[src/rtl/sertx_pkg.sv]
`timescale 1ns/1ps
package sertx_pkg;

  typedef enum logic [2:0] {
    CMD_NOP     = 3'd0,
    CMD_ENABLE  = 3'd1,
    CMD_DISABLE = 3'd2,
    CMD_RESET   = 3'd3,
    CMD_BRK_ON  = 3'd4,
    CMD_BRK_OFF = 3'd5
  } cmd_e;

  typedef enum logic [1:0] {
    PAR_NONE = 2'd0,
    PAR_EVEN = 2'd1,
    PAR_ODD  = 2'd2,
    PAR_ONE  = 2'd3
  } par_e;

endpackage

[src/rtl/sertx_fifo.sv]
`timescale 1ns/1ps
// Character queue; DEPTH must be a power of two, at least 2.
module sertx_fifo #(
  parameter int W = 8,
  parameter int DEPTH = 8,
  localparam int CW = $clog2(DEPTH) + 1
) (
  input  logic          clk,
  input  logic          rst_n,
  input  logic          flush,
  input  logic          push,
  input  logic [W-1:0]  wdata,
  input  logic          pop,
  output logic [W-1:0]  rdata,
  output logic          full,
  output logic          empty,
  output logic [CW-1:0] count
);
  localparam int AW = $clog2(DEPTH);

  logic [W-1:0]  mem [DEPTH];
  logic [AW-1:0] wp_q, wp_n, rp_q, rp_n;
  logic [CW-1:0] cnt_q, cnt_n;
  logic          do_push, do_pop;

  assign full    = (cnt_q == CW'(DEPTH));
  assign empty   = (cnt_q == '0);
  assign count   = cnt_q;
  assign rdata   = mem[rp_q];
  assign do_push = push & ~full;
  assign do_pop  = pop & ~empty;

  always_comb begin
    wp_n  = wp_q;
    rp_n  = rp_q;
    cnt_n = cnt_q;
    if (flush) begin
      wp_n  = '0;
      rp_n  = '0;
      cnt_n = '0;
    end else begin
      if (do_push) wp_n = wp_q + AW'(1);
      if (do_pop)  rp_n = rp_q + AW'(1);
      cnt_n = cnt_q + CW'(do_push) - CW'(do_pop);
    end
  end

  always_ff @(posedge clk or negedge rst_n) begin
    if (!rst_n) begin
      wp_q  <= '0;
      rp_q  <= '0;
      cnt_q <= '0;
    end else begin
      wp_q  <= wp_n;
      rp_q  <= rp_n;
      cnt_q <= cnt_n;
    end
  end

  always_ff @(posedge clk) begin
    if (do_push && !flush) mem[wp_q] <= wdata;
  end

endmodule

[src/rtl/sertx_framer.sv]
`timescale 1ns/1ps
// Builds the complete bit sequence of one character, first bit at index 0.
module sertx_framer import sertx_pkg::*; #(
  parameter int DATA_W  = 8,
  parameter int FRAME_W = DATA_W + 4,
  parameter int CNT_W   = $clog2(FRAME_W + 1)
) (
  input  logic [DATA_W-1:0]  data,
  input  logic [1:0]         len_sel,
  input  par_e               par_mode,
  input  logic               two_stop,
  output logic [FRAME_W-1:0] frame,
  output logic [CNT_W-1:0]   nbits
);
  localparam int MIN_LEN = DATA_W - 3;

  logic [CNT_W-1:0]   dlen;
  logic [DATA_W-1:0]  kept;
  logic [FRAME_W-1:0] body, upper;
  logic               pbit;

  always_comb begin
    dlen  = CNT_W'(MIN_LEN) + CNT_W'(len_sel);
    kept  = data & ~({DATA_W{1'b1}} << dlen);
    body  = {{(FRAME_W-DATA_W-1){1'b0}}, kept, 1'b0};
    upper = {FRAME_W{1'b1}} << (dlen + CNT_W'(1));
    unique case (par_mode)
      PAR_EVEN: pbit = ^kept;
      PAR_ODD:  pbit = ~^kept;
      default:  pbit = 1'b1;
    endcase
    frame = body | upper;
    if (par_mode != PAR_NONE)
      frame = frame & ~(FRAME_W'(!pbit) << (dlen + CNT_W'(1)));
    nbits = dlen + CNT_W'(par_mode != PAR_NONE)
          + (two_stop ? CNT_W'(3) : CNT_W'(2));
  end

endmodule

[src/rtl/sertx_shifter.sv]
`timescale 1ns/1ps
module sertx_shifter #(
  parameter int FRAME_W = 12,
  parameter int CNT_W   = 4,
  parameter int TPB     = 16
) (
  input  logic               clk,
  input  logic               rst_n,
  input  logic               abort,
  input  logic               load,
  input  logic [FRAME_W-1:0] frame,
  input  logic [CNT_W-1:0]   nbits,
  input  logic               tick,
  output logic               busy,
  output logic               done,
  output logic               sout
);
  localparam int TW = (TPB > 1) ? $clog2(TPB) : 1;

  logic               busy_q, busy_n;
  logic [FRAME_W-1:0] sreg_q, sreg_n;
  logic [CNT_W-1:0]   bitc_q, bitc_n;
  logic [TW-1:0]      tcnt_q, tcnt_n;

  always_comb begin
    busy_n = busy_q;
    sreg_n = sreg_q;
    bitc_n = bitc_q;
    tcnt_n = tcnt_q;
    done   = 1'b0;
    if (abort) begin
      busy_n = 1'b0;
    end else if (!busy_q && load) begin
      busy_n = 1'b1;
      sreg_n = frame;
      bitc_n = nbits - CNT_W'(1);
      tcnt_n = '0;
    end else if (busy_q && tick) begin
      if (tcnt_q == TW'(TPB - 1)) begin
        tcnt_n = '0;
        if (bitc_q == '0) begin
          busy_n = 1'b0;
          done   = 1'b1;
        end else begin
          sreg_n = {1'b1, sreg_q[FRAME_W-1:1]};
          bitc_n = bitc_q - CNT_W'(1);
        end
      end else begin
        tcnt_n = tcnt_q + TW'(1);
      end
    end
  end

  always_ff @(posedge clk or negedge rst_n) begin
    if (!rst_n) begin
      busy_q <= 1'b0;
      sreg_q <= '1;
      bitc_q <= '0;
      tcnt_q <= '0;
    end else begin
      busy_q <= busy_n;
      sreg_q <= sreg_n;
      bitc_q <= bitc_n;
      tcnt_q <= tcnt_n;
    end
  end

  assign busy = busy_q;
  assign sout = busy_q ? sreg_q[0] : 1'b1;

endmodule

[src/rtl/sertx_core.sv]
`timescale 1ns/1ps
module sertx_core import sertx_pkg::*; #(
  parameter int DATA_W        = 8,
  parameter int FIFO_DEPTH    = 8,
  parameter int TICKS_PER_BIT = 16
) (
  input  logic              clk,
  input  logic              rst_n,
  input  logic              tick16_en,
  input  logic              wr_en,
  input  logic [DATA_W-1:0] wr_data,
  input  logic              cmd_valid,
  input  logic [2:0]        cmd,
  input  logic [1:0]        cfg_len,
  input  logic [1:0]        cfg_par,
  input  logic              cfg_two_stop,
  input  logic              cts_mode,
  input  logic              cts_n,
  output logic              txd,
  output logic              tx_rdy,
  output logic              tx_emt,
  output logic              tx_irq
);
  localparam int FRAME_W = DATA_W + 4;
  localparam int CNT_W   = $clog2(FRAME_W + 1);
  localparam int FCW     = $clog2(FIFO_DEPTH) + 1;

  logic en_q, en_n, emt_q, emt_n, brk_q, brk_n;
  logic is_en, is_dis, is_rst, is_bon, is_boff;
  logic push, pop, fifo_full, fifo_empty, ser_busy, ser_done, ser_out, cts_ok;
  logic [DATA_W-1:0]  head;
  logic [FCW-1:0]     fifo_cnt;
  logic [FRAME_W-1:0] frame;
  logic [CNT_W-1:0]   nbits;

  assign is_en   = cmd_valid && (cmd == CMD_ENABLE);
  assign is_dis  = cmd_valid && (cmd == CMD_DISABLE);
  assign is_rst  = cmd_valid && (cmd == CMD_RESET);
  assign is_bon  = cmd_valid && (cmd == CMD_BRK_ON);
  assign is_boff = cmd_valid && (cmd == CMD_BRK_OFF);

  assign push   = wr_en && en_q && !fifo_full;
  assign cts_ok = !cts_mode || !cts_n;
  assign pop    = !ser_busy && !fifo_empty && cts_ok && !is_rst;

  sertx_fifo #(.W(DATA_W), .DEPTH(FIFO_DEPTH)) fifo_i (
    .clk(clk), .rst_n(rst_n), .flush(is_rst), .push(push), .wdata(wr_data),
    .pop(pop), .rdata(head), .full(fifo_full), .empty(fifo_empty),
    .count(fifo_cnt)
  );

  sertx_framer #(.DATA_W(DATA_W), .FRAME_W(FRAME_W), .CNT_W(CNT_W)) framer_i (
    .data(head), .len_sel(cfg_len), .par_mode(par_e'(cfg_par)),
    .two_stop(cfg_two_stop), .frame(frame), .nbits(nbits)
  );

  sertx_shifter #(.FRAME_W(FRAME_W), .CNT_W(CNT_W), .TPB(TICKS_PER_BIT)) shift_i (
    .clk(clk), .rst_n(rst_n), .abort(is_rst), .load(pop), .frame(frame),
    .nbits(nbits), .tick(tick16_en), .busy(ser_busy), .done(ser_done),
    .sout(ser_out)
  );

  always_comb begin
    en_n  = en_q;
    emt_n = emt_q;
    brk_n = brk_q;
    if (is_en) en_n = 1'b1;
    if (is_dis || is_rst) en_n = 1'b0;
    if (is_rst || is_dis)            emt_n = 1'b0;
    else if (is_en)                  emt_n = 1'b1;
    else if (push)                   emt_n = 1'b0;
    else if (ser_done && fifo_empty && en_q) emt_n = 1'b1;
    if (is_rst || is_boff) brk_n = 1'b0;
    else if (is_bon)       brk_n = 1'b1;
  end

  always_ff @(posedge clk or negedge rst_n) begin
    if (!rst_n) begin
      en_q  <= 1'b0;
      emt_q <= 1'b0;
      brk_q <= 1'b0;
    end else begin
      en_q  <= en_n;
      emt_q <= emt_n;
      brk_q <= brk_n;
    end
  end

  assign txd    = brk_q ? 1'b0 : ser_out;
  assign tx_rdy = en_q && !fifo_full;
  assign tx_emt = emt_q;
  assign tx_irq = tx_rdy;

endmodule

[config.mk]
export PLATFORM = sky130hd
export DESIGN_NAME = sertx_core
export DESIGN_NICKNAME = d
export VERILOG_FILES = /design/src/rtl/sertx_pkg.sv /design/src/rtl/sertx_fifo.sv /design/src/rtl/sertx_framer.sv /design/src/rtl/sertx_shifter.sv /design/src/rtl/sertx_core.sv
export SDC_FILE = /design/constraint.sdc
export NUM_CORES = 1
export LEC_CHECK = 0
export ABC_AREA = 0
export ABC_CLOCK_PERIOD_IN_PS = 3700
export BUFFER_PORTS_ARGS = -buffer_cell sky130_fd_sc_hd__clkbuf_2
export CAP_MARGIN = 20
export CORE_MARGIN = 1.5
export CORE_UTILIZATION = 58
export DETAILED_ROUTE_END_ITERATION = 10
export GPL_ROUTABILITY_DRIVEN = 0
export GPL_TIMING_DRIVEN = 0
export PLACE_DENSITY = 0.76
export RECOVER_POWER = 100
export SLEW_MARGIN = 15
export SYNTH_ARGS = -nofsm -noshare
export SYNTH_HDL_FRONTEND = slang
export SYNTH_SLANG_ARGS = --single-unit
[constraint.sdc]
create_clock -name clk -period 3.7 [get_ports clk]
set_input_delay 0.555 -clock clk [delete_from_list [all_inputs] [get_ports clk]]
set_output_delay 0.555 -clock clk [all_outputs]
set_load 0.05 [all_outputs]
After elaboration in Yosys (flattened, before gate mapping). Memories as Yosys holds them, arrays and structs flattened. Index checks and enable logic that the tools add are counted.

Register bits after elaboration: 34. Bits in writable memories: 64. Bits of input ports: 23. Output and inout bits: 4. Logic and storage cells: 130. Memories: 1.

Add/sub/neg operators: 11. Eq/ne operators: 10. Shift operators: 3. Muxes and demuxes: 41. Bitwise operators: 10. Reduce and logical (&&, ||, !) cells: 44.

Memory list: fifo_i.mem (depth 8, bits a word 8, read ports 1, clocked after memory_dff 0, write ports 1, RTL line sertx_fifo.sv:21) `logic [W-1:0] mem [DEPTH];`.

Operators by type and width (count): 12-bit two-way mux (5); 4-bit two-way mux (8); 1-bit two-way mux (23); 1-bit logical AND (16); 2-bit nonzero test (7); 12-bit AND (1); 3-bit two-way mux (4); 12-bit inverter (1); 9-bit by 12-bit bitwise OR with 12-bit output (1); 1-bit by 4-bit left shift with 12-bit output (1); 12-bit by 4-bit left shift with 12-bit output (first input constant) (1); 3-bit nonzero test (3); 4-bit by 1-bit adder with 4-bit output (2); 4-bit by 1-bit adder with 4-bit output (second input constant) (2); 8-bit AND (1); 4-bit == test (second input constant) (2); 4-bit logical NOT (2); 8-bit inverter (1); 8-bit XNOR reduction (1); 8-bit XOR reduction (1); 8-bit by 4-bit left shift with 8-bit output (first input constant) (1); 4-bit by 1-bit subtractor with 4-bit output (second input constant) (2); 1-bit logical NOT (7); 3-bit by 1-bit adder with 3-bit output (second input constant) (2); other kinds (17) (24).

Longest topological paths before layout. Gate-level depths: netlist (run 1).

Word-level depth: 14. Gate-level depth with buffers: 13. Depth with buffers taken out: 12.

Modules after synthesis. Synthesis (run 1) repeated with hierarchy kept, for this count alone.

Cells, all modules: 365. Area total of the unflattened synthesis: 4998.5 µm².

Modules (own cells, without submodules): sertx_fifo (instances 1, cells an instance 167, area an instance 3138.0 µm², seq. area each 2172.1 µm²); sertx_shifter (instances 1, cells an instance 113, area an instance 1176.1 µm², seq. area each 540.5 µm²); sertx_framer (instances 1, cells an instance 64, area an instance 460.4 µm², seq. area each 0.0 µm²); sertx_core (instances 1, cells an instance 21, area an instance 224.0 µm², seq. area each 75.1 µm²).

Least setup slack after synthesis (run 1). Ideal clock, no wire load.

Kind: reg-to-reg. Start: reg fifo_i.cnt_q[2] (netlist: fifo_i.count[2]). End: mem fifo_i.mem[0][0], enable pin. Arrival: 3.060 ns. Data required time: 3.317 ns. Path slack: 0.257 ns. Cell stages (with the launch flop): 7. Path buffers: 0. Path through: dfrtp_1 > inv_1 > ha_1 > a21boi_0 > nand2_1 > or3_1 > nor3_1.

Longest elaborated chain between the ends: 7. Elaborated cells on any way between the ends: 8.

RTL lines: start, declared (RTL line sertx_fifo.sv:23) `logic [CW-1:0] cnt_q, cnt_n;`; start signal, assigned (RTL line sertx_fifo.sv:56) `cnt_q <= cnt_n;`; 4-bit == test (*) (RTL line sertx_fifo.sv:26) `assign full = (cnt_q == CW'(DEPTH));`; 1-bit logical NOT (RTL line sertx_core.sv:42) `assign push = wr_en && en_q && !fifo_full;`; 1-bit logical AND (RTL line sertx_core.sv:42); 1-bit AND (*) (RTL line sertx_fifo.sv:30) `assign do_push = push & ~full;`; 1-bit logical AND (*) (RTL line sertx_fifo.sv:61) `if (do_push && !flush) mem[wp_q] <= wdata;`; 1-bit two-way mux (*) (RTL line sertx_fifo.sv:61); 1-bit two-way mux (implied by the code) (*) (RTL line sertx_fifo.sv:61); end, declared (RTL line sertx_fifo.sv:21).

Every way passes the cells marked *; elsewhere a longest branch is shown, timed or not.

Worst setup path in the final report (run 1).
Start: reg fifo_i.rp_q[0]. End: reg shift_i.sreg_q[2].

Longest elaborated chain between the ends: 10. Elaborated cells on any way between the ends: 12.

RTL lines: start, declared (RTL line sertx_fifo.sv:22) `logic [AW-1:0] wp_q, wp_n, rp_q, rp_n;`; start signal, assigned (RTL line sertx_fifo.sv:55) `rp_q <= rp_n;`; memory read 8 x 8 bit (*); 8-bit AND (*) (RTL line sertx_framer.sv:24) `kept = data & ~({DATA_W{1'b1}} << dlen);`; 8-bit XNOR reduction / 8-bit XOR reduction (equally long branches) (RTL line sertx_framer.sv:29, sertx_framer.sv:28); 1-bit case mux with 2 select lines (RTL line sertx_framer.sv:27) `unique case (par_mode)`; 1-bit logical NOT (RTL line sertx_framer.sv:34) `frame = frame & ~(FRAME_W'(!pbit) << (dlen + CNT_W'(1)));`; 1-bit by 4-bit left shift with 12-bit output (RTL line sertx_framer.sv:34); 12-bit inverter (RTL line sertx_framer.sv:34); 12-bit AND (RTL line sertx_framer.sv:34); 12-bit two-way mux (*) (RTL line sertx_framer.sv:33) `if (par_mode != PAR_NONE)`; 12-bit two-way mux (*) (RTL line sertx_shifter.sv:33) `end else if (!busy_q && load) begin`; end signal, assigned (RTL line sertx_shifter.sv:62) `sreg_q <= sreg_n;`; end, declared (RTL line sertx_shifter.sv:21) `logic [FRAME_W-1:0] sreg_q, sreg_n;`.

Marked as above. A chain may end at the register's enable or synchronous reset.

==> results by group, run 1 <==
Clock tree
  • Clk Latency, worst-skew pair: between 300 and 400 ps
  • CTS resizes: 0
  • CTS tree: done
  • # hold bufs at CTS: 0
  • Clk slew on worst S/H paths: ~110 ps
  • TritonCTS Buffers: 9
  • H-Tree Depth: 3
  • Clock buffer depth: 2
  • Clock sink count: between 90 and 100
  • Post-CTS Setup Repair Bufs: 0
  • CTS root buf: clkbuf_8

Critical path
  • CP max FO: 10
  • Crit-path max cell delay: roughly 640 ps
  • Crit end category: flop
  • WS Path Type: reg2reg
  • Crit-path cells: clkbuf_2 > mux4_1 > a31oi_1 > xor2_1 > xnor2_1 > xnor2_1 > mux2_1 > a41oi_1
  • CP Data Arrival Time: around 3600 ps
  • Crit path top cell by count: xnor2_1
  • CP required: 3990 ps
  • Worst path slowest cell: mux4_1
  • Critical path launch point type: flop

Global route
  • Vias in the first global route: roughly 3,500
  • Largest net degree at the start of global routing: 35
  • First-pass GRT wire length: ~17,000 um
  • Initial antenna violation count: 0
  • GRT overflow: 0
  • Tot GR Track Use: a little under a quarter

Synth
  • Most frequent cell after synthesis: edfxtp_1
  • Top post-synthesis cells by area: edfxtp_1, dfrtp_1, mux4_1
  • Mean post-synth cell area: between 10 and 15 sq um
  • Most frequent cells after synthesis: edfxtp_1, nand2_1, nor2_1
  • Top cell type's share of synthesized area: a little under two fifths
  • Post-synth top flop: edfxtp_1
  • Yosys cell types: 50
  • Mapped Nets: approximately 480
  • Sequential share of the synthesized area: between 50% and 60%
  • Flops & latches, synth: just under 100
  • Synthesized instance count: 430
  • Mapped Area: roughly 5200 sq um
  • Post-synth EDFFs: between 60 and 70
  • Async S/R FF share, synth: between 30% and 40%
  • Syn. warnings: 0
  • Synth area leader: edfxtp_1

Finish
  • Antenna cells: 0
  • Design area: 5622 sq um
  • Final nets: a little over 500
  • Post-layout util: 64.46%
  • Synth-to-Final Area Change: 7.849%
  • Cell Count, Final, Fillers Out: just under 600
  • Share of layout cells above drive strength 1: 11.44%

STA
  • Clk_skew: approximately 16 ps
  • Fmax: around 0.3 GHz
  • Period utilisation layout: between 90% and 100%
  • Max_slew headroom: -24.05%
  • Max-slew violation count: 35
  • Endpoints failing setup: 0
  • Period minus WS final: approximately 3300 ps
  • Worst-margin pin slew: between 1500 and 2000 ps
  • Total Neg Setup Slack: 0 ps
  • RSZ-0062 raised after global routing: no
  • Final hold violation count: 0

Pwr
  • Leak: 2.210 nW
  • Pwr Density: 696.4 nW/um^2
  • Tot Pwr: 3.915 mW
  • Worst vdd ir: between 300 and 400 uV

Route
  • Iteration-0 DRC Markers: around 170
  • Final WL: 10,130 um
  • # DRC: 0
  • Vias: about 3,400
  • DR pass1 iterations: 5
  • ANT nets after route: 0
  • Routed vias/inst: 5.869
  • DR WL/cell: between 15 and 20 um

Place
  • # port buffers: 26
  • Placement Cell Area: ~5500 sq um
  • DP Wirelength: ~7300 um
  • Placed instance count: roughly 560

Floorplanning
  • Core area: around 8700 sq um
  • Initial Utilization: between 50 and 60%
  • IO Count: 27
  • Die Height: around 98 um
  • Die Area: 9565 sq um
  • Die Span X: 97.80 um
  • Row count: 34

Run
  • Max cap viols: 1

Worst hold path
  • Hold WC Path Type: in2reg

Outcome
  • Status: finished with violations
  • Failing checks: capacitance limit, slew limit
## layout make-up
cell class / count / area [sq um]
repair buffers: 26 / 111.4
clock buffers: 9 / 123.9
well taps: 108 / 135.1
inverters: 27 / 101.3
flip-flops and latches: 98 / 2788
multi-input cells: 287 / 2177
clock inverters: 7 / 67.56
plain buffers: 18 / 117.6
fillers: 661 / 3099
## per-stage QoR
step	hold slack, ps	setup WS (ps)
detailed placement	546.9	158.3
finish	372.3	368.8
global placement	531.6	199.4
floorplan	259.4	256.6
global route	379.7	145.5
CTS	294.8	186.6
## cells by family (layout without fill, tap and decap cells)
group / after synthesis / in the layout / share of synthesized area (%)
AOI/OAI and AO/OA: 72 / 72 / 8.929
DFF: 98 / 98 / 53.48
adders and majority gates: 25 / 25 / 6.289
xor gates and xnor gates: 31 / 31 / 5.353
buffers and inverters: 45 / 87 / 4.465
muxes: 26 / 26 / 10.44
and+or+nand+nor: 133 / 133 / 11.04
## per-layer routing
layer / track usage (%) / routed length, um
met5: 0 / 0
met4: 7.692 / 183
met3: 5.225 / 519
met2: 37.98 / 5025
met1: 30.67 / 4399
## critical path: cells and delay by family, from the launching register on
| kind | cells | cell delay, ps |
|---|---|---|
| mux | 2 | 1110 |
| xor+xnor | 3 | 760 |
| compound gates | 2 | 560 |
| flops | 1 | 450 |
| buf+inv | 1 | 380 |
## flip-flops by register name, summed over array words and instances, names as in the netlist, 3 cells and up
name and cells:
shift_i.bitc_q 4, fifo_i.rp_q 3, fifo_i.wp_q 3, fifo_i.count 4, shift_i.tcnt_q 4, shift_i.sreg_q 12, fifo_i.mem 64
## final timing paths
check	start	end	slack, ps	cells past startpoint
worst min register to register	brk_q$_DFFE_PN0P_	brk_q$_DFFE_PN0P_	560	2
max in group asynchronous	rst_n	fifo_i.count[0]$_DFF_PN0_	1950	1
worst max-delay path	fifo_i.rp_q[0]$_DFFE_PN0P_	shift_i.sreg_q[2]$_DFFE_PN1P_	370	8
worst min-delay path	cmd[0]	brk_q$_DFFE_PN0P_	370	2
min in group asynchronous	rst_n	shift_i.tcnt_q[0]$_DFFE_PN0P_	670	1
worst max register to register	fifo_i.rp_q[0]$_DFFE_PN0P_	shift_i.sreg_q[2]$_DFFE_PN1P_	370	8
## layout by cell type (no fill, tap or decap), drive strengths merged, types with 2 or more instances in the layout
cell and instances:
a31oi 12, fa 2, ha 23, mux2i 6, xnor2 16, nand2b 2
inv 29, dfstp 12, buf 7, mux4 17, a21oi 18, edfxtp 64
mux2 3, and2b 2, clkinv 4, and2 5, a211oi 3, nor2 41
and3 4, o211ai 2, dfrtp 22, nand2 56, a41oi 4, a221oi 4
nand3 9, nor3 7, xor2 15, clkbuf 46, a21boi 2, nor2b 2
o21ai 21, or3 2
## power breakdown
group	total (mW)	switching [mW]	internal [mW]
clock network	0.686	0.422	0.264
logic	1.65	0.915	0.738
registers	1.58	0.152	1.42
Note: power is estimated with default switching activity, not from simulation.
==> run 2, diff against run 1 <==
--- a/config.mk
+++ b/config.mk
@@ -16,6 +16,7 @@
 export GPL_TIMING_DRIVEN = 0
 export PLACE_DENSITY = 0.76
 export RECOVER_POWER = 100
+export REMOVE_ABC_BUFFERS = 1
 export SLEW_MARGIN = 15
 export SYNTH_ARGS = -nofsm -noshare
 export SYNTH_HDL_FRONTEND = slang
==> results by group, run 2 (synthesis results as in run 1) <==
STA
  • PnR worst setup slack: 203.6 ps (was 368.8 ps)
  • Clk_skew: 11.50 ps (was 15.99 ps)
  • Worst-margin pin slew: 1944 ps (was 1861 ps)
  • Period minus WS final: 3496 ps (was 3331 ps)
  • Max_slew headroom: -29.61% (was -24.05%)
  • Period utilisation layout: 94.50% (was 90.03%)
  • Fmax: 0.2860 GHz (was 0.3002 GHz)
  • Endpoints failing setup: 0 (unchanged)
  • Hold_ws: 372.1 ps (was 372.3 ps)
  • RSZ-0062 raised after global routing: no (unchanged)
  • Max-slew violation count: 35 (unchanged)
  • Final hold violation count: 0 (unchanged)

Floorplanning
  • Die Area: 9565 sq um (unchanged)
  • Die Span X: 97.80 um (unchanged)
  • Core area: 8721 sq um (unchanged)
  • Die Height: 97.80 um (unchanged)
  • IO Count: 27 (unchanged)
  • Row count: 34 (unchanged)
  • Initial Utilization: 59.77% (unchanged)

Global route
  • Largest net degree at the start of global routing: 35 (unchanged)
  • GRT overflow: 0 (unchanged)
  • First-pass GRT wire length: 16,570 um (was 17,080 um)
  • Initial antenna violation count: 0 (unchanged)
  • Vias in the first global route: 3,334 (was 3,480)
  • Tot GR Track Use: 22.40% (was 23.05%)

Clock tree
  • H-Tree Depth: 3 (unchanged)
  • Clk Latency, worst-skew pair: 370 ps (about the same)
  • Post-CTS Setup Repair Bufs: 0 (unchanged)
  • CTS resizes: 1 (was 0)
  • CTS tree: done (unchanged)
  • # hold bufs at CTS: 0 (unchanged)
  • Clock buffer depth: 2 (unchanged)
  • TritonCTS Buffers: 9 (unchanged)
  • CTS root buf: clkbuf_8 (unchanged)
  • Clock sink count: 98 (unchanged)
  • Clk slew on worst S/H paths: 100 ps (was 110 ps)

Place
  • DP Wirelength: 6903 um (was 7302 um)
  • Dpl ws: -421.2 ps (was 158.3 ps)
  • Placed instance count: 546 (was 564)
  • # port buffers: 26 (unchanged)

Pwr
  • Worst vdd ir: 367.5 uV (was 340.3 uV)
  • Tot Pwr: 3.966 mW (was 3.915 mW)
  • Pwr Density: 713.7 nW/um^2 (was 696.4 nW/um^2)
  • Leak: 2.180 nW (was 2.210 nW)

Finish
  • Post-layout util: 63.72% (was 64.46%)
  • Share of layout cells above drive strength 1: 10.96% (was 11.44%)
  • Fill count: 647 (was 661)
  • Max reg flops: 64 (unchanged)
  • Synth-to-Final Area Change: 6.601% (was 7.849%)
  • Antenna cells: 0 (unchanged)
  • Most common cell after layout, fill and taps aside: edfxtp_1 (unchanged)
  • Commonest non-fill, non-tap cells in the layout: edfxtp_1, nand2_1, nor2_1, inv_1, ha_1 (was edfxtp_1, nand2_1, nor2_1, inv_1, clkbuf_1)
  • Biggest regs: fifo_i.mem: 64 flops, shift_i.sreg_q: 12 flops (unchanged)
  • Largest reg by FF count: fifo_i.mem (unchanged)
  • Cell Count, Final, Fillers Out: 564 (was 580)
  • Final nets: 499 (was 515)

Route
  • DR WL/cell: 17.94 um (was 17.46 um)
  • Vias: 3,336 (was 3,404)
  • Iteration-0 DRC Markers: 226 (was 173)
  • ANT nets after route: 0 (unchanged)
  • Final WL: 10,120 um (was 10,130 um)
  • DR pass1 iterations: 4 (was 5)
  • Routed vias/inst: 5.915 (was 5.869)
  • # DRC: 0 (unchanged)

Worst hold path
  • Min-Delay Path Depth: 2 (unchanged)
  • Hold WC Path Type: in2reg (unchanged)
  • Worst hold endpoint: brk_q$_DFFE_PN0P_ (unchanged)
  • Worst Hold Launch: cmd[0] (unchanged)

Critical path
  • R2R Path Start: fifo_i.rp_q[0]$_DFFE_PN0P_ (unchanged)
  • CP required: 3960 ps (was 3990 ps)
  • Crit end category: flop (unchanged)
  • CP max FO: 17 (was 10)
  • WS Path Type: reg2reg (unchanged)
  • Reg2reg end: shift_i.sreg_q[3]$_DFFE_PN1P_ (was shift_i.sreg_q[2]$_DFFE_PN1P_)
  • CP Data Arrival Time: 3760 ps (was 3620 ps)
  • R2R Setup Slk: 200 ps (was 370 ps)
  • Worst r2r path cells: 9 (was 8)
  • Critical path launch point type: flop (unchanged)

Outcome
  • Failing checks: capacitance limit, slew limit (unchanged)
  • Status: finished with violations (unchanged)

Run
  • Max cap viols: 1 (unchanged)
## run 2: cell count changes in the layout (fill, tap and decap cells not counted), moves of 2 or more
cell	delta
mux2_4	+2
mux2_1	-2
buf_6	-3
clkbuf_1	-9
buf_2	-2
## run 2: metrics by stage
step                TNS [ps]  area, sq um
finish                     0         5557
global route               0         5557
CTS                        0         5578
detailed placement     -1163         5356
global placement      -930.3         5346
floorplan             -43540         5081
## run 2: report_power, final
| group | leakage (nW) | switching (mW) | total [mW] | internal, mW |
|---|---|---|---|---|
| sequential | 0.975 | 0.200 | 1.62 | 1.42 |
| combinational | 1.09 | 0.882 | 1.60 | 0.717 |
| clock | 0.111 | 0.410 | 0.743 | 0.333 |
| total | 2.18 | 1.49 | 3.97 | 2.47 |
## run 2: final cells by class
| cell class | instances | area [sq um] | share of cell area, % |
|---|---|---|---|
| sequential | 98 | 2788 | 50.17 |
| inverter | 27 | 101.3 | 1.824 |
| clock buffer | 9 | 123.9 | 2.229 |
| tap | 108 | 135.1 | 2.432 |
| multi-input combinational | 287 | 2187 | 39.36 |
| clock inverter | 7 | 95.09 | 1.711 |
| timing repair buffer | 28 | 126.4 | 2.274 |
## run 2: critical path, cell delays in order, from the launching register on
cell and delay, ps:
dfrtp_1 540, clkbuf_4 400, mux4_1 580, and3_1 190
a31oi_1 230, xor2_1 210, xnor2_1 110, xnor2_1 530
mux2i_1 430, a41oi_1 170
## run 2: worst max-delay path by stage
stage | startpoint | end | cells past startpoint
6_report | fifo_i.rp_q[0]$_DFFE_PN0P_ | shift_i.sreg_q[3]$_DFFE_PN1P_ | 9
2_1_floorplan | fifo_i.count[2]$_DFF_PN0_ | fifo_i.mem[0][0]$_DFFE_PP_ | 6
4_1_cts | fifo_i.count[2]$_DFF_PN0_ | fifo_i.count[3]$_DFF_PN0_ | 12
3_5_place_dp | cmd[2] | fifo_i.count[2]$_DFF_PN0_ | 11
3_3_place_gp | cmd[2] | fifo_i.count[2]$_DFF_PN0_ | 11
5_1_grt | fifo_i.count[2]$_DFF_PN0_ | fifo_i.count[3]$_DFF_PN0_ | 12
## run 2: per-layer routing
metal / share of wire, % / vias up / wire length [um] / GRT usage, %
met5: 0 / - / 0 / 0
met4: 1.5 / 0 / 155 / 8.462
met3: 4.1 / 17 / 416 / 3.078
met2: 50 / 81 / 5059 / 37.29
met1: 44 / 1645 / 4488 / 30.42
li1: - / 1593 / - / -
==> run 3, diff against run 2 <==
--- a/config.mk
+++ b/config.mk
@@ -9,7 +9,6 @@
 export ABC_CLOCK_PERIOD_IN_PS = 3700
 export BUFFER_PORTS_ARGS = -buffer_cell sky130_fd_sc_hd__clkbuf_2
 export CAP_MARGIN = 20
-export CORE_MARGIN = 1.5
 export CORE_UTILIZATION = 58
 export DETAILED_ROUTE_END_ITERATION = 10
 export GPL_ROUTABILITY_DRIVEN = 0
@@ -20,4 +19,6 @@
 export SLEW_MARGIN = 15
 export SYNTH_ARGS = -nofsm -noshare
 export SYNTH_HDL_FRONTEND = slang
+export SYNTH_HIERARCHICAL = 1
 export SYNTH_SLANG_ARGS = --single-unit
+export TNS_END_PERCENT = 30
==> results by group, run 3 <==
Run
  • Max cap viols: 1 (unchanged)

Critical path
  • WS Path Type: reg2reg (unchanged)
  • CP required: 4000 ps (was 3960 ps)
  • Crit-path max cell delay: 740 ps (was 580 ps)
  • Crit-path cells: mux4_1 > mux2_4 > nor2b_1 > xnor2_1 > xnor2_1 > xnor2_1 > mux2_4 > a32oi_1 > or3_1 > o221a_2 (was clkbuf_4 > mux4_1 > and3_1 > a31oi_1 > xor2_1 > xnor2_1 > xnor2_1 > mux2i_1 > a41oi_1)
  • Critical path launch point type: flop (unchanged)
  • Worst path slowest cell: dfrtp_2 (was mux4_1)
  • Crit path top cell by count: xnor2_1 (unchanged)
  • CP max FO: 19 (was 17)
  • Crit path buf inv count: 0 (was 1)
  • Crit-path leading delay family: multiplexers (unchanged)
  • CP Data Arrival Time: 3620 ps (was 3760 ps)
  • Crit end category: flop (unchanged)

Floorplanning
  • Row count: 33 (was 34)
  • Core area: 8258 sq um (was 8721 sq um)
  • IO Count: 27 (unchanged)
  • Die Height: 94.84 um (was 97.80 um)
  • Initial Utilization: 60.53% (was 59.77%)
  • Die Span X: 94.84 um (was 97.80 um)
  • Die Area: 8994 sq um (was 9565 sq um)

Finish
  • Register area: 2789 sq um (was 2788 sq um)
  • Fill count: 620 (was 647)
  • Post-layout util: 64.42% (was 63.72%)
  • Commonest non-fill, non-tap cells in the layout: edfxtp_1, inv_1, nor2_1, dfrtp_1, ha_1 (was edfxtp_1, nand2_1, nor2_1, inv_1, ha_1)
  • Most common cell after layout, fill and taps aside: edfxtp_1 (unchanged)
  • Max reg flops: 64 (unchanged)
  • Multi-input logic area: 1971 sq um (was 2187 sq um)
  • Share of layout cells above drive strength 1: 20.97% (was 10.96%)
  • Synth-to-Final Area Change: 6.433% (was 6.601%)
  • Final nets: 432 (was 499)
  • Largest reg by FF count: fifo_i/mem (was fifo_i.mem)
  • Biggest regs: fifo_i/mem: 64 flops, shift_i/sreg_q: 12 flops (was fifo_i.mem: 64 flops, shift_i.sreg_q: 12 flops)
  • Design area: 5320 sq um (was 5557 sq um)
  • Antenna cells: 0 (unchanged)

Synth
  • Top cell type's share of synthesized area: 38.45% (was 36.87%)
  • Compound-gate portion of the synthesized area: 9.537% (was 8.929%)
  • Mapped Area: 4999 sq um (was 5212 sq um)
  • Top post-synthesis cells by area: edfxtp_1, dfrtp_1, dfstp_2 (was edfxtp_1, dfrtp_1, mux4_1)
  • Largest family of logic cells by synthesized area: multiplexers (was simple AND/OR/NAND/NOR gates)
  • Mux cell area share after synthesis: 11.36% (was 10.44%)
  • Simple-gate portion of the synthesized area: 11.21% (was 11.04%)
  • Post-synth top flop: edfxtp_1 (unchanged)
  • Sequential share of the synthesized area: 55.77% (was 53.48%)
  • Async S/R FF share, synth: 34.69% (unchanged)
  • XOR/XNOR Fraction of Synth Area: 1.927% (was 5.353%)
  • Mean post-synth cell area: 13.69 sq um (was 12.12 sq um)
  • Yosys cell types: 60 (was 50)
  • Synth Area in Adders: 6.058% (was 6.289%)
  • Flops & latches, synth: 98 (unchanged)
  • Syn. warnings: 6 (was 0)
  • Synth area leader: edfxtp_1 (unchanged)
  • Post-synth EDFFs: 64 (unchanged)
  • Synthesized instance count: 365 (was 430)
  • Most frequent cell after synthesis: edfxtp_1 (unchanged)
  • Most frequent cells after synthesis: edfxtp_1, inv_1, dfrtp_1, nor2_1, ha_1 (was edfxtp_1, nand2_1, nor2_1)

Pwr
  • Worst vdd ir: 335.1 uV (was 367.5 uV)
  • Leak: 1.994 nW (was 2.180 nW)
  • Pwr Density: 734.7 nW/um^2 (was 713.7 nW/um^2)

STA
  • Max-slew violation count: 35 (unchanged)
  • Period minus WS final: 3316 ps (was 3496 ps)
  • Final hold violation count: 0 (unchanged)
  • PnR worst setup slack: 384.4 ps (was 203.6 ps)
  • Endpoints failing setup: 0 (unchanged)
  • Total Neg Setup Slack: 0 ps (unchanged)
  • Max_slew headroom: -20.18% (was -29.61%)
  • Clk_skew: 11.31 ps (was 11.50 ps)
  • Period utilisation layout: 89.61% (was 94.50%)
  • RSZ-0062 raised after global routing: no (unchanged)
  • Hold_ws: 386.1 ps (was 372.1 ps)
  • Fmax: 0.3016 GHz (was 0.2860 GHz)
  • Worst-margin pin slew: 1803 ps (was 1944 ps)

Clock tree
  • CTS tree: done (unchanged)
  • Clock sink count: 98 (unchanged)
  • H-Tree Depth: 3 (unchanged)
  • Clock buffer depth: 2 (unchanged)
  • # hold bufs at CTS: 0 (unchanged)
  • CTS root buf: clkbuf_8 (unchanged)
  • Clk Latency, worst-skew pair: 350 ps (was 370 ps)
  • Clk slew on worst S/H paths: 100 ps (about the same)
  • TritonCTS Buffers: 9 (unchanged)

Place
  • Placement Cell Area: 5172 sq um (was 5356 sq um)
  • Dpl ws: 92.62 ps (was -421.2 ps)
  • # port buffers: 26 (unchanged)
  • DP Wirelength: 5904 um (was 6903 um)

Global route
  • Vias in the first global route: 2,939 (was 3,334)
  • Largest net degree at the start of global routing: 41 (was 35)
  • GRT overflow: 0 (unchanged)
  • Tot GR Track Use: 21.79% (was 22.40%)
  • Initial antenna violation count: 0 (unchanged)
  • First-pass GRT wire length: 14,430 um (was 16,570 um)

Route
  • Routed vias/inst: 5.970 (was 5.915)
  • # DRC: 0 (unchanged)
  • ANT nets after route: 0 (unchanged)
  • Iteration-0 DRC Markers: 129 (was 226)
  • Vias: 2,961 (was 3,336)
  • DR WL/cell: 17.75 um (was 17.94 um)
  • Final WL: 8805 um (was 10,120 um)
  • DR pass1 iterations: 5 (was 4)

Outcome
  • Status: finished with violations (unchanged)
  • Failing checks: capacitance limit, slew limit (unchanged)

Worst hold path
  • Hold WC Path Type: in2reg (unchanged)
run 3: cell types whose count changed in the layout (fill, tap and decap cells not counted), moves of 8 or more:
cell and delta:
nand2_1 -43, nor2_1 -19, o21ai_0 -14, or3_1 +13
xor2_1 -13, o221a_2 +11, nand2b_1 +9, mux4_1 -8
nor2b_1 +8
run 3: area by class of cell:
type                            count  area share [%]
Tap cell                          105           2.469
Sequential cell                    98           52.42
Multi-Input combinational cell    222           37.04
Clock inverter                      7           1.552
Timing Repair Buffer               26           2.140
Clock buffer                        9           2.328
Inverter                           29           2.046
run 3: timing repair:
action	4_1_cts	5_1_grt
buffers inserted	0	0
gates resized for setup	0	1
setup endpoints to repair	0	7
run 3: power breakdown:
group / switching (mW) / internal, mW / leakage, nW / total, mW
Sequential: 0.255 / 1.43 / 0.973 / 1.69
Clock: 0.382 / 0.324 / 0.0988 / 0.707
Combinational: 0.717 / 0.798 / 0.922 / 1.51
run 3: per-stage QoR:
stage / total power, mW / instances
after floorplan: 2.879 / 349
after global placement: 3.168 / 480
after detailed placement: 3.242 / 480
after CTS: 3.951 / 496
after global routing: 4.141 / 496
final: 3.909 / 496
run 3: final timing paths:
kind / startpoint / endpoint / slack, ps / depth (start not counted)
min in group asynchronous: rst_n / shift_i/bitc_q[2]$_DFFE_PN0P_ / 670 / 1
max in group asynchronous: rst_n / fifo_i/rp_q[0]$_DFFE_PN0P_ / 1860 / 1
hold / removal: cmd[1] / brk_q$_DFFE_PN0P_ / 390 / 2
hold reg to reg: brk_q$_DFFE_PN0P_ / brk_q$_DFFE_PN0P_ / 560 / 2
setup / recovery: fifo_i/rp_q[0]$_DFFE_PN0P_ / shift_i/sreg_q[7]$_DFFE_PN1P_ / 380 / 10
setup reg to reg: fifo_i/rp_q[0]$_DFFE_PN0P_ / shift_i/sreg_q[7]$_DFFE_PN1P_ / 380 / 10
run 3: kinds of logic (layout without fill, tap and decap cells):
| family | after synthesis | in the layout |
|---|---|---|
| fa+ha+maj | 23 | 23 |
| simple gates | 99 | 99 |
| mux | 29 | 29 |
| xor+xnor | 11 | 11 |
| compound gates | 60 | 60 |
| buf+inv | 45 | 71 |
| flops | 98 | 98 |
run 3: layer usage:
layer  global-route usage, %  vias to the layer above  part of all wire [%]
li1                        -                     1407                     -
met4                   7.576                        0                   1.1
met3                   3.945                        9                   3.4
met5                       0                        -                     0
met1                   28.03                     1492                    44
met2                   37.17                       53                    51
run 3: worst register-to-register path, cell delays in order (launching register included):
cell	delay, ps
dfrtp_2	740
mux4_1	620
mux2_4	280
nor2b_1	150
xnor2_1	190
xnor2_1	120
xnor2_1	250
mux2_4	370
a32oi_1	230
or3_1	150
o221a_2	170
